===== config.mk =====
export PLATFORM = sky130hd
export DESIGN_NAME = collision_arbiter
export DESIGN_NICKNAME = d
export VERILOG_FILES = /design/src/rtl/collision_arb_pkg.sv /design/src/rtl/collision_arb_dp.sv /design/src/rtl/collision_arb_ctl.sv /design/src/rtl/collision_arbiter.sv
export SDC_FILE = /design/constraint.sdc
export NUM_CORES = 1
export LEC_CHECK = 0
export BUFFER_PORTS_ARGS = -buffer_cell sky130_fd_sc_hd__buf_2
export CAP_MARGIN = 5
export CORE_UTILIZATION = 44
export DETAILED_ROUTE_END_ITERATION = 8
export PLACE_DENSITY = 0.82
export SLEW_MARGIN = 20
export SYNTH_ARGS = -nofsm -noshare
export SYNTH_HDL_FRONTEND = slang
export SYNTH_SLANG_ARGS = --single-unit
export TNS_END_PERCENT = 1

===== constraint.sdc =====
create_clock -name clk -period 2.4 [get_ports clk]
set_clock_uncertainty 0.2 [all_clocks]
set_input_delay 0.48 -clock clk [delete_from_list [all_inputs] [get_ports clk]]
set_output_delay 0.48 -clock clk [all_outputs]
set_load 0.01 [all_outputs]

===== src/rtl/collision_arb_pkg.sv =====
package collision_arb_pkg;

  // Comparison status from the datapath to the control.
  typedef struct packed {
    logic match;
    logic freshLeft;
    logic freshRight;
  } cmpStat_t;

  // Busy strobes from the control to the datapath (active high internally).
  typedef struct packed {
    logic busyLeft;
    logic busyRight;
  } busyStrobe_t;

  typedef enum logic [1:0] {
    GRANT_NONE       = 2'd0,
    GRANT_LEFT_BUSY  = 2'd1,
    GRANT_RIGHT_BUSY = 2'd2
  } grant_e;

endpackage


===== src/rtl/collision_arb_dp.sv =====
module collision_arb_dp
  import collision_arb_pkg::*;
#(
  parameter int ADDR_W = 10
) (
  input  logic              clk,
  input  logic              rstN,
  input  logic              slaveMode,
  input  logic              ceLeftN,
  input  logic              ceRightN,
  input  logic [ADDR_W-1:0] addrLeft,
  input  logic [ADDR_W-1:0] addrRight,
  input  logic              wrReqLeft,
  input  logic              wrReqRight,
  input  logic              busyInLeftN,
  input  logic              busyInRightN,
  input  busyStrobe_t       strobe,
  output cmpStat_t          stat,
  output logic              busyLeftN,
  output logic              busyRightN,
  output logic              wrEnLeft,
  output logic              wrEnRight
);

  localparam int NUM_PORTS = 2;

  logic [NUM_PORTS-1:0] ceN;
  logic [NUM_PORTS-1:0] wrReq;
  logic [NUM_PORTS-1:0] busyInN;
  logic [NUM_PORTS-1:0] busyInt;
  logic [NUM_PORTS-1:0] fresh;
  logic [NUM_PORTS-1:0] blocked;
  logic [NUM_PORTS-1:0] wrEn;
  logic [NUM_PORTS-1:0] busyOutN;
  logic [ADDR_W-1:0]    addr [NUM_PORTS];

  assign ceN     = {ceRightN, ceLeftN};
  assign wrReq   = {wrReqRight, wrReqLeft};
  assign busyInN = {busyInRightN, busyInLeftN};
  assign busyInt = {strobe.busyRight, strobe.busyLeft};
  assign addr[0] = addrLeft;
  assign addr[1] = addrRight;

  for (genvar p = 0; p < NUM_PORTS; p++) begin : g_port
    logic              prevCeN;
    logic [ADDR_W-1:0] prevAddr;

    // Previous-cycle enable and address: the arrival history of this port.
    always_ff @(posedge clk or negedge rstN) begin
      if (!rstN) begin
        prevCeN  <= 1'b1;
        prevAddr <= '0;
      end else begin
        prevCeN  <= ceN[p];
        prevAddr <= addr[p];
      end
    end

    assign fresh[p]    = !ceN[p] && (prevCeN || (prevAddr != addr[p]));
    assign blocked[p]  = slaveMode ? !busyInN[p] : busyInt[p];
    assign wrEn[p]     = wrReq[p] && !ceN[p] && !blocked[p];
    assign busyOutN[p] = slaveMode || !busyInt[p];
  end

  assign stat.match      = !ceN[0] && !ceN[1] && (addr[0] == addr[1]);
  assign stat.freshLeft  = fresh[0];
  assign stat.freshRight = fresh[1];

  assign busyLeftN  = busyOutN[0];
  assign busyRightN = busyOutN[1];
  assign wrEnLeft   = wrEn[0];
  assign wrEnRight  = wrEn[1];

endmodule


===== src/rtl/collision_arb_ctl.sv =====
module collision_arb_ctl
  import collision_arb_pkg::*;
(
  input  logic        clk,
  input  logic        rstN,
  input  logic        slaveMode,
  input  cmpStat_t    stat,
  output busyStrobe_t strobe
);

  grant_e grantQ;
  grant_e decision;
  grant_e active;

  // A single late arrival on the left flags the left port; every other
  // case (right late, tie, or no arrival) flags the right port.
  always_comb begin
    if (stat.freshLeft && !stat.freshRight) decision = GRANT_LEFT_BUSY;
    else                                    decision = GRANT_RIGHT_BUSY;
  end

  always_comb begin
    if (stat.match && !slaveMode)
      active = (grantQ == GRANT_NONE) ? decision : grantQ;
    else
      active = GRANT_NONE;
  end

  always_ff @(posedge clk or negedge rstN) begin
    if (!rstN) grantQ <= GRANT_NONE;
    else       grantQ <= active;
  end

  assign strobe.busyLeft  = rstN && (active == GRANT_LEFT_BUSY);
  assign strobe.busyRight = rstN && (active == GRANT_RIGHT_BUSY);

endmodule


===== src/rtl/collision_arbiter.sv =====
module collision_arbiter
  import collision_arb_pkg::*;
#(
  parameter int ADDR_W = 10
) (
  input  logic              clk,
  input  logic              rstN,
  input  logic              slaveMode,
  input  logic              ceLeftN,
  input  logic              ceRightN,
  input  logic [ADDR_W-1:0] addrLeft,
  input  logic [ADDR_W-1:0] addrRight,
  input  logic              wrReqLeft,
  input  logic              wrReqRight,
  input  logic              busyInLeftN,
  input  logic              busyInRightN,
  output logic              busyLeftN,
  output logic              busyRightN,
  output logic              wrEnLeft,
  output logic              wrEnRight
);

  cmpStat_t    stat;
  busyStrobe_t strobe;

  collision_arb_dp #(.ADDR_W(ADDR_W)) dp_i (
    .clk          (clk),
    .rstN         (rstN),
    .slaveMode    (slaveMode),
    .ceLeftN      (ceLeftN),
    .ceRightN     (ceRightN),
    .addrLeft     (addrLeft),
    .addrRight    (addrRight),
    .wrReqLeft    (wrReqLeft),
    .wrReqRight   (wrReqRight),
    .busyInLeftN  (busyInLeftN),
    .busyInRightN (busyInRightN),
    .strobe       (strobe),
    .stat         (stat),
    .busyLeftN    (busyLeftN),
    .busyRightN   (busyRightN),
    .wrEnLeft     (wrEnLeft),
    .wrEnRight    (wrEnRight)
  );

  collision_arb_ctl ctl_i (
    .clk       (clk),
    .rstN      (rstN),
    .slaveMode (slaveMode),
    .stat      (stat),
    .strobe    (strobe)
  );

endmodule


==> flow_summary.json <==
{
  "fin_area_um2": 1514,
  "totalWireLength_um": 2221,
  "gp_congestion": 0.7672,
  "finalCritPeriodShare": 1.221,
  "min_path_type": "in2reg",
  "diodes": 0,
  "syn_inst": 82,
  "initial_core_util": 0.4772,
  "routed-via-count": 839,
  "slew_headroom": 0.8066,
  "final_layout_size_suffix_gt1_frac": 0.4714,
  "insertion_delay_ps": 310,
  "busiest_layer": "met2",
  "ir_drop_v": 0.0004685,
  "rrSetupSlack_ps": 400,
  "syn_area_um2": 1076,
  "hold_start": "addrLeft[7]",
  "drt.antenna.violating_nets": 0,
  "drt_first_pass_iters": 4,
  "gr-usage-met3": 0.02083,
  "overflow": 0,
  "nets": 170,
  "outcome": "finished, violations left",
  "dp_slack_ps": -479.2,
  "fin_hold_ws_ps": 114.0,
  "final_cell_mix": "buf_2, dfrtp_1, buf_4",
  "syn_nets": 111,
  "setup_ws_ps": -530.5,
  "antenna_found_initial": 0,
  "grtUsageMet1": 0.2088,
  "worstPathRequired_ps": 1720,
  "crit_path_start_kind": "register",
  "core_area_um2": 2255,
  "synth.distinct_cells": 21,
  "numCtsBuffers": 3,
  "power_density_nw_per_um2": 517.1,
  "cts_buffer_depth": 2,
  "io_pins": 33,
  "synthTopCellsByArea": "dfrtp_1, xnor2_1, xor2_1",
  "final_common_cell": "buf_2",
  "portBuffers": 32,
  "viasPerCell": 4.994,
  "cp.arrival_ps": 2250,
  "die_h_um": 51.45,
  "fin_cells": 168,
  "max_freq_ghz": 0.3412,
  "p_total_mw": 0.7829,
  "worstSetupPathType": "reg2out",
  "slew_violations": 0,
  "worst-path-max-fanout": 2,
  "grt_usage": 0.1913,
  "clk_pin_slew_ps": 130,
  "h-tree-depth": 1,
  "synth_top_cell_by_area": "dfrtp_1",
  "grt_pass1_wl_um": 3622,
  "min_path_cells": 1,
  "cts_sinks": 24,
  "die_x_um": 51.45,
  "leakagePower_nw": 0.6867,
  "dp_hpwl_um": 1831,
  "placedInstanceArea_um2": 1436,
  "setup_violations": 4,
  "drv_cap": 0,
  "place_inst": 163,
  "syn_to_final_growth_pct": 40.70,
  "ys_ff_latch": 24,
  "r2r-end": "ctl_i.grantQ[1]$_DFF_PN0_",
  "yosysSeqAreaShare": 0.5605,
  "met2_usage": 0.3528,
  "hold_violations": 0,
  "cts_tree": "yes",
  "drt-initial-drc-count": 5,
  "synth.top_cell.area_share": 0.5116,
  "tightest_slew_ps": 287.5,
  "fin_tns_setup_ps": -2002,
  "fin_crit_ps": 2931,
  "cts_root_buf": "clkbuf_4",
  "route.detailed.wl_per_inst_um": 13.22,
  "r2r_start": "dp_i.g_port[0].prevAddr[2]$_DFF_PN0_",
  "yosysWarnings": 0,
  "dieArea_um2": 2647,
  "avgSynthCellArea_um2": 13.12,
  "cts_setup_buffers": 0,
  "failed_checks": "setup timing",
  "drc": 0,
  "std_cell_rows": 17,
  "grt_max_degree": 25,
  "final_util": 0.6715,
  "rr_worst_depth": 7,
  "rsz0062_at_grt": "true",
  "grt_pass1_vias": 881,
  "whs_endpoint": "dp_i.g_port[0].prevAddr[7]$_DFF_PN0_",
  "crit_path_end_kind": "output pin"
}
[state kept, by name, summed over array words and instances (netlist names)]
register              flops
ctl_i.grantQ              2
dp_i.g_port.prevAddr     20
dp_i.g_port.prevCeN       2
[critical path, stage by stage, from the launching register on]
cell     delay (ps)
dfrtp_1         400
xor2_1          160
nor4_2          300
a31oi_1         160
o31a_1          300
or4b_4          480
buf_6           130
[cells in the mapped netlist (all sizes together)]
cell / instances
o31a: 3
nor3b: 2
or4b: 2
xor2: 13
a31oi: 1
nand4: 3
nand3: 2
o21a: 2
dfrtp: 22
xnor2: 17
nand2b: 1
nor3: 4
or4: 2
dfstp: 2
nor4: 3
inv: 1
nor2b: 2
[final cells by class]
type / count / area, um2
clock buffers: 4 / 36.28
fillers: 177 / 740.7
inverters: 1 / 3.754
multi-input cells: 57 / 483.0
flip-flops and latches: 24 / 603.1
well taps: 28 / 35.03
repair buffers: 54 / 352.8
[timing repair]
item | 4_1_cts | 5_1_grt
hold buffers | 1 | 0
hold endpoints to repair | 22 | 0
setup endpoints to repair | 4 | 4
cloned | 0 | 0
pin swaps | 4 | 0
gates resized for setup | 4 | 1
[report_power, final]
group,leakage [nW],internal [mW],total (mW),switching (mW)
logic,0.384,0.0769,0.143,0.0659
clock network,0.0210,0.0926,0.208,0.115
registers,0.282,0.424,0.432,0.00787
[how the worst max path moves through the flow]
| stage | start | endpoint | slack (ps) |
|---|---|---|---|
| 5_1_grt | dp_i.g_port[1].prevAddr[9]$_DFF_PN0_ | wrEnRight | -610 |
| 3_3_place_gp | addrRight[8] | busyLeftN | -490 |
| 3_5_place_dp | addrRight[9] | busyLeftN | -480 |
| 6_report | dp_i.g_port[1].prevAddr[9]$_DFF_PN0_ | busyLeftN | -530 |
| 2_1_floorplan | addrLeft[2] | busyRightN | -110 |
| 4_1_cts | dp_i.g_port[1].prevAddr[9]$_DFF_PN0_ | busyLeftN | -510 |
[cell families after synthesis]
group	Yosys count	synth area share
AOI/OAI and AO/OA	6	0.04535
xor gates and xnor gates	30	0.2442
buffers and inverters	1	0.003485
DFF	24	0.5605
and+or+nand+nor	21	0.1465
[layer usage]
metal  vias up  wire, um  share of wire
li1        404         -              -
met1       402       843           0.38
met5         -         0              0
met2        26      1206           0.54
met3         7       118          0.053
met4         0        53          0.024
Power figures use the tool's default switching activity.
